**config.mk**
```make
export PLATFORM = sky130hd
export DESIGN_NAME = seg_xlate
export DESIGN_NICKNAME = d
export VERILOG_FILES = /design/src/rtl/seg_xlate_pkg.sv /design/src/rtl/seg_regfile.sv /design/src/rtl/seg_check.sv /design/src/rtl/seg_xlate.sv
export SDC_FILE = /design/constraint.sdc
export NUM_CORES = 1
export LEC_CHECK = 0
export ABC_AREA = 1
export BUFFER_PORTS_ARGS = -buffer_cell sky130_fd_sc_hd__buf_2
export CAP_MARGIN = 40
export CORE_MARGIN = 4
export CORE_UTILIZATION = 65
export CTS_BUF_LIST = sky130_fd_sc_hd__clkbuf_8
export DETAILED_ROUTE_END_ITERATION = 6
export PLACE_DENSITY_LB_ADDON = 0.05
export SLEW_MARGIN = 40
export SYNTH_ARGS = -nofsm -noshare
export SYNTH_HDL_FRONTEND = slang
export SYNTH_SLANG_ARGS = --single-unit
```
**constraint.sdc**
```tcl
create_clock -name clk_i -period 3.85 [get_ports clk_i]
set_clock_uncertainty 0.1 [all_clocks]
set_input_delay 0.1925 -clock clk_i [delete_from_list [all_inputs] [get_ports clk_i]]
set_output_delay 0.1925 -clock clk_i [all_outputs]
set_load 0.005 [all_outputs]
```
**src/rtl/seg_xlate_pkg.sv**
```systemverilog
package seg_xlate_pkg;
  typedef enum logic [1:0] {
    ACC_READ  = 2'd0,
    ACC_WRITE = 2'd1,
    ACC_FETCH = 2'd2,
    ACC_RSVD  = 2'd3
  } acc_e;

  typedef enum logic [1:0] {
    FLT_NONE   = 2'd0,
    FLT_LIMIT  = 2'd1,
    FLT_RIGHTS = 2'd2,
    FLT_UNMAP  = 2'd3
  } fault_e;

  localparam int unsigned RIGHT_R = 0;
  localparam int unsigned RIGHT_W = 1;
  localparam int unsigned RIGHT_X = 2;
  localparam int unsigned RIGHTS_W = 3;
endpackage

```
**src/rtl/seg_regfile.sv**
```systemverilog
module seg_regfile
  import seg_xlate_pkg::*;
#(
  parameter int unsigned SEG_W    = 2,
  parameter int unsigned N_MAPPED = 3,
  parameter int unsigned BASE_W   = 16,
  parameter int unsigned LIM_W    = 13
) (
  input  logic                clk_i,
  input  logic                rst_ni,
  input  logic                we_i,
  input  logic [SEG_W-1:0]    wseg_i,
  input  logic [BASE_W-1:0]   wbase_i,
  input  logic [LIM_W-1:0]    wlimit_i,
  input  logic [RIGHTS_W-1:0] wrights_i,
  input  logic [SEG_W-1:0]    rseg_i,
  output logic                rmapped_o,
  output logic [BASE_W-1:0]   rbase_o,
  output logic [LIM_W-1:0]    rlimit_o,
  output logic [RIGHTS_W-1:0] rrights_o
);
  logic [BASE_W-1:0]   base_q   [N_MAPPED];
  logic [LIM_W-1:0]    limit_q  [N_MAPPED];
  logic [RIGHTS_W-1:0] rights_q [N_MAPPED];

  for (genvar g = 0; g < N_MAPPED; g++) begin : g_seg
    logic hit;
    assign hit = we_i && (wseg_i == SEG_W'(g));

    always_ff @(posedge clk_i or negedge rst_ni) begin
      if (!rst_ni) begin
        base_q[g]   <= '0;
        limit_q[g]  <= '0;
        rights_q[g] <= '0;
      end else if (hit) begin
        base_q[g]   <= wbase_i;
        limit_q[g]  <= wlimit_i;
        rights_q[g] <= wrights_i;
      end
    end

    // only a write addressed to this slot may change it
    a_r5_slot_untouched: assert property (@(posedge clk_i) disable iff (!rst_ni)
      !(we_i && wseg_i == SEG_W'(g)) |=> ($stable(base_q[g]) && $stable(limit_q[g])
                                          && $stable(rights_q[g])));
  end

  always_comb begin
    rmapped_o = 1'b0;
    rbase_o   = '0;
    rlimit_o  = '0;
    rrights_o = '0;
    for (int i = 0; i < N_MAPPED; i++) begin
      if (rseg_i == SEG_W'(i)) begin
        rmapped_o = 1'b1;
        rbase_o   = base_q[i];
        rlimit_o  = limit_q[i];
        rrights_o = rights_q[i];
      end
    end
  end
endmodule

```
**src/rtl/seg_check.sv**
```systemverilog
module seg_check
  import seg_xlate_pkg::*;
#(
  parameter int unsigned OFF_W  = 12,
  parameter int unsigned BASE_W = 16,
  parameter int unsigned LIM_W  = 13
) (
  input  logic                mapped_i,
  input  logic [BASE_W-1:0]   base_i,
  input  logic [LIM_W-1:0]    limit_i,
  input  logic [RIGHTS_W-1:0] rights_i,
  input  logic [OFF_W-1:0]    offset_i,
  input  acc_e                acc_i,
  output fault_e              fault_o,
  output logic [BASE_W-1:0]   paddr_o
);
  logic over_limit;
  logic allowed;

  assign over_limit = {{(LIM_W-OFF_W){1'b0}}, offset_i} >= limit_i;

  always_comb begin
    unique case (acc_i)
      ACC_READ:  allowed = rights_i[RIGHT_R];
      ACC_WRITE: allowed = rights_i[RIGHT_W];
      ACC_FETCH: allowed = rights_i[RIGHT_X];
      default:   allowed = 1'b0;
    endcase
  end

  // priority: unmapped, limit, rights
  always_comb begin
    paddr_o = '0;
    if (!mapped_i)        fault_o = FLT_UNMAP;
    else if (over_limit)  fault_o = FLT_LIMIT;
    else if (!allowed)    fault_o = FLT_RIGHTS;
    else begin
      fault_o = FLT_NONE;
      paddr_o = base_i + {{(BASE_W-OFF_W){1'b0}}, offset_i};
    end
  end
endmodule

```
**src/rtl/seg_xlate.sv**
```systemverilog
module seg_xlate
  import seg_xlate_pkg::*;
#(
  parameter int unsigned VA_W     = 14,
  parameter int unsigned SEG_W    = 2,
  parameter int unsigned N_MAPPED = 3,
  parameter int unsigned BASE_W   = 16,
  localparam int unsigned OFF_W   = VA_W - SEG_W,
  localparam int unsigned LIM_W   = OFF_W + 1
) (
  input  logic              clk_i,
  input  logic              rst_ni,
  input  logic              cfg_we_i,
  input  logic [SEG_W-1:0]  cfg_seg_i,
  input  logic [BASE_W-1:0] cfg_base_i,
  input  logic [LIM_W-1:0]  cfg_limit_i,
  input  logic [2:0]        cfg_rights_i,
  input  logic              req_valid_i,
  input  logic [VA_W-1:0]   req_addr_i,
  input  logic [1:0]        req_acc_i,
  output logic              rsp_valid_o,
  output logic [BASE_W-1:0] rsp_paddr_o,
  output logic [1:0]        rsp_fault_o
);
  logic [SEG_W-1:0]    seg;
  logic [OFF_W-1:0]    offset;
  logic                rd_mapped;
  logic [BASE_W-1:0]   rd_base;
  logic [LIM_W-1:0]    rd_limit;
  logic [RIGHTS_W-1:0] rd_rights;
  fault_e              chk_fault;
  logic [BASE_W-1:0]   chk_paddr;

  assign seg    = req_addr_i[VA_W-1 -: SEG_W];
  assign offset = req_addr_i[OFF_W-1:0];

  seg_regfile #(
    .SEG_W(SEG_W), .N_MAPPED(N_MAPPED), .BASE_W(BASE_W), .LIM_W(LIM_W)
  ) i_regfile (
    .clk_i     (clk_i),
    .rst_ni    (rst_ni),
    .we_i      (cfg_we_i),
    .wseg_i    (cfg_seg_i),
    .wbase_i   (cfg_base_i),
    .wlimit_i  (cfg_limit_i),
    .wrights_i (cfg_rights_i),
    .rseg_i    (seg),
    .rmapped_o (rd_mapped),
    .rbase_o   (rd_base),
    .rlimit_o  (rd_limit),
    .rrights_o (rd_rights)
  );

  seg_check #(
    .OFF_W(OFF_W), .BASE_W(BASE_W), .LIM_W(LIM_W)
  ) i_check (
    .mapped_i (rd_mapped),
    .base_i   (rd_base),
    .limit_i  (rd_limit),
    .rights_i (rd_rights),
    .offset_i (offset),
    .acc_i    (acc_e'(req_acc_i)),
    .fault_o  (chk_fault),
    .paddr_o  (chk_paddr)
  );

  always_ff @(posedge clk_i or negedge rst_ni) begin
    if (!rst_ni) begin
      rsp_valid_o <= 1'b0;
      rsp_paddr_o <= '0;
      rsp_fault_o <= FLT_NONE;
    end else begin
      rsp_valid_o <= req_valid_i;
      rsp_paddr_o <= req_valid_i ? chk_paddr : '0;
      rsp_fault_o <= req_valid_i ? chk_fault : FLT_NONE;
    end
  end

  a_r7_valid_follows: assert property (@(posedge clk_i) disable iff (!rst_ni)
    req_valid_i |=> rsp_valid_o);
  a_r7_idle_follows: assert property (@(posedge clk_i) disable iff (!rst_ni)
    !req_valid_i |=> !rsp_valid_o);
  a_r7_idle_quiet: assert property (@(posedge clk_i) disable iff (!rst_ni)
    !rsp_valid_o |-> (rsp_paddr_o == '0 && rsp_fault_o == FLT_NONE));
  a_r2_fault_zero_addr: assert property (@(posedge clk_i) disable iff (!rst_ni)
    rsp_fault_o != FLT_NONE |-> rsp_paddr_o == '0);
  a_r5_unmapped: assert property (@(posedge clk_i) disable iff (!rst_ni)
    (req_valid_i && seg >= SEG_W'(N_MAPPED)) |=> rsp_fault_o == FLT_UNMAP);
  a_r2_limit: assert property (@(posedge clk_i) disable iff (!rst_ni)
    (req_valid_i && rd_mapped && {1'b0, offset} >= rd_limit) |=> rsp_fault_o == FLT_LIMIT);
endmodule

```
==> impl_metrics.ini <==
[logic_synthesis]
synth_fp_nets = 794
ys_ff_latch = 115
yosysSeqAreaShare_pct = 49.6
yosysMostFrequentCell = nand2_1
yosys.area.top_type = dfrtp_1
yosys.area.top_type_share_pct = 49.6
syn_area_per_cell_um2 = 8.15
yosysWarnings = 0
ys_types = 32
synth_area_leaders = dfrtp_1 50%, nand2_1 13%, o21ai_0 8.5%, ha_1 5.8%, inv_1 4.8%
synth_common_cells = 206 x nand2_1, 115 x dfrtp_1, 99 x o21ai_0, 75 x inv_1, 43 x nor2_1
synth_edf_count = 0
async_flop_share_pct = 100
synth-main-ff-cell = dfrtp_1
synth_area_um2 = 5810
synthCells = 712

[setup_path]
path_class = input pin to register
required_ns = 4.05
endpoint_kind = register
startpoint_type = input pin
critPathArrivalTime_ns = 2.95
cp_max_fo = 18

[sta]
setup-tns-final_ns = 0
rsz0062_at_grt = false
tightest_slew_ns = 0.674
setup_viol = 0
period_needed_ns = 2.75
setup_slack_ns = 1.10
post-route-period-util_pct = 71.4
hold_viol_final = 0
report.final.slew_viol_count = 0
slew_headroom_pct = 55.0
fmax_ghz = 0.364

[clock_network]
cts_setup_buffers = 0
ctsResizeCount = 0
clk_pin_slew_ns = 0.06
ctsLongestPathBuffers = 2
h-tree-depth = 4
cts_sinks = 115
clock_latency_ns = 0.43
cts_tree = yes
root_buffer = clkbuf_8
cts_buffers = 17

[power_and_ir_drop]
power_leakage_nw = 3.71
p_total_mw = 3.37
vdd_drop_max_v = 0.000372
power.density_nw_per_um2 = 480

[floorplanning]
dieHeight_um = 103
coreArea_um2 = 8720
die_x_um = 103
boundaryPins = 73
start_util_pct = 66.6
dieArea_um2 = 10500
row_count = 34

[global_routing]
overflow = 0
track_usage_pct = 29.7
grt_max_degree = 69
grt_pass1_wl_um = 24100
antenna_found_initial = 0
first_global_vias = 5140

[detailed_routing]
met1_length_um = 6190
drt_pass1_iterations = 5
route.met2.wl_um = 6990
top_layer_used = met4
via_per_inst = 5.63
wl_um = 14600
wire_per_inst_um = 15.6
drc = 0
met3_length_um = 1060
via_count = 5256
antenna_left = 0
first_iter_violations = 329

[finish]
final_nets = 895
stdcell_count = 934
finalInstanceArea_um2 = 7030
num_antenna_cells = 0
drive_above_1_share_pct = 15.5
area_growth_pct = 21.1

[placement]
dp.cells = 868
placed_cell_area_um2 = 6240
pre_cts_slack_ns = 0.677
place_hpwl_um = 9670
io_buffer_count = 72
finalWeightedCongestion = 0.901

[run_status]
status = completed

[job]
drv_cap = 0

[min_path]
hp-class = input pin to register
-- kinds of logic (layout without fill, tap and decap cells) --
| logic type | after synthesis | in the layout | share of synthesized area [%] |
|---|---|---|---|
| buffers and inverters | 104 | 218 | 6.87 |
| flip-flops | 115 | 115 | 49.6 |
| AND/OR/NAND/NOR | 289 | 289 | 20.3 |
| adder cells (fa/ha/maj) | 28 | 28 | 6.16 |
| XOR/XNOR | 10 | 10 | 1.51 |
| AO/OA/AOI/OAI | 166 | 166 | 15.6 |
-- state kept, by name, summed over array words and instances (netlist names) --
register	cells
rsp_fault_o	2
rsp_valid_o	1
i_regfile.rights_q	9
rsp_paddr_o	16
i_regfile.base_q	48
i_regfile.limit_q	39
-- final cells by class --
| class | count | area (um2) |
|---|---|---|
| Tap cell | 108 | 135 |
| Sequential cell | 115 | 2880 |
| Clock buffer | 21 | 289 |
| Multi-Input combinational cell | 493 | 2560 |
| Timing Repair Buffer | 109 | 729 |
| Clock inverter | 11 | 151 |
| Inverter | 77 | 289 |
| Fill cell | 574 | 1690 |
-- layout by cell type (no fill, tap or decap), types with 2 or more instances in the layout --
cell / instances
nand2_1: 204
dfrtp_1: 115
o21ai_0: 99
inv_1: 75
buf_2: 71
nor2_1: 43
a21oi_1: 36
dlygate4sd3_1: 34
ha_1: 27
clkbuf_8: 21
nand3_1: 18
o22ai_1: 12
a22o_1: 11
nor2_2: 11
xnor2_1: 7
clkinvlp_4: 4
nor2_4: 3
xor2_1: 3
clkinv_4: 3
bufinv_16: 3
buf_4: 3
inv_2: 2
o21bai_1: 2
a21boi_0: 2
nand3b_1: 2
nand2_4: 2
-- per-stage QoR --
| stage | utilization [%] | hold slack, ns |
|---|---|---|
| 4_1_cts | 80.5 | 0.0348 |
| 2_1_floorplan | - | -0.203 |
| 5_1_grt | 80.6 | 0.0900 |
| 3_5_place_dp | 71.6 | 0.232 |
| 6_report | 80.6 | 0.0641 |
| 3_3_place_gp | 71.4 | 0.227 |
-- worst max-delay path: stages --
cell and delay (ns):
buf_2 0.17, inv_2 0.17, nor2_4 0.36, inv_1 0.35
o22ai_1 0.27, nor2_1 0.10, ha_1 0.36, nand2_1 0.14
inv_1 0.05, a21oi_1 0.20, nand2_1 0.13, a21oi_1 0.17
xor2_1 0.21, nor2_2 0.06
-- layer usage --
layer | vias up | GRT usage, %
li1 | 2501 | -
met1 | 2468 | 39.9
met2 | 251 | 47.9
met3 | 36 | 5.89
met4 | 0 | 11.4
met5 | - | 0
-- timing repair --
item | CTS | global route
endpoints found under the setup margin | 0 | 0
hold buffers | 34 | 0
endpoints found under the hold margin | 162 | 0
-- report_power, final --
group	internal, mW	switching (mW)	leakage, nW
clock network	0.711	0.509	0.210
registers	1.38	0.0981	1.46
logic	0.268	0.407	2.05
-- path summary, 6_finish.rpt --
| kind | start | end | slack [ns] | cells past startpoint |
|---|---|---|---|---|
| setup / recovery | req_addr_i[13] | rsp_paddr_o[11] | 1.10 | 14 |
| hold / removal | req_addr_i[13] | rsp_fault_o[1] | 0.06 | 3 |
| setup reg to reg | i_regfile.limit_q[27] | rsp_paddr_o[1] | 1.36 | 14 |
| hold reg to reg | i_regfile.rights_q[4] | i_regfile.rights_q[4] | 0.39 | 2 |
| max in group asynchronous | rst_ni | i_regfile.limit_q[17] | 2.62 | 3 |
| min in group asynchronous | rst_ni | rsp_paddr_o[2] | 0.24 | 2 |
Note: power is estimated with default switching activity, not from simulation.
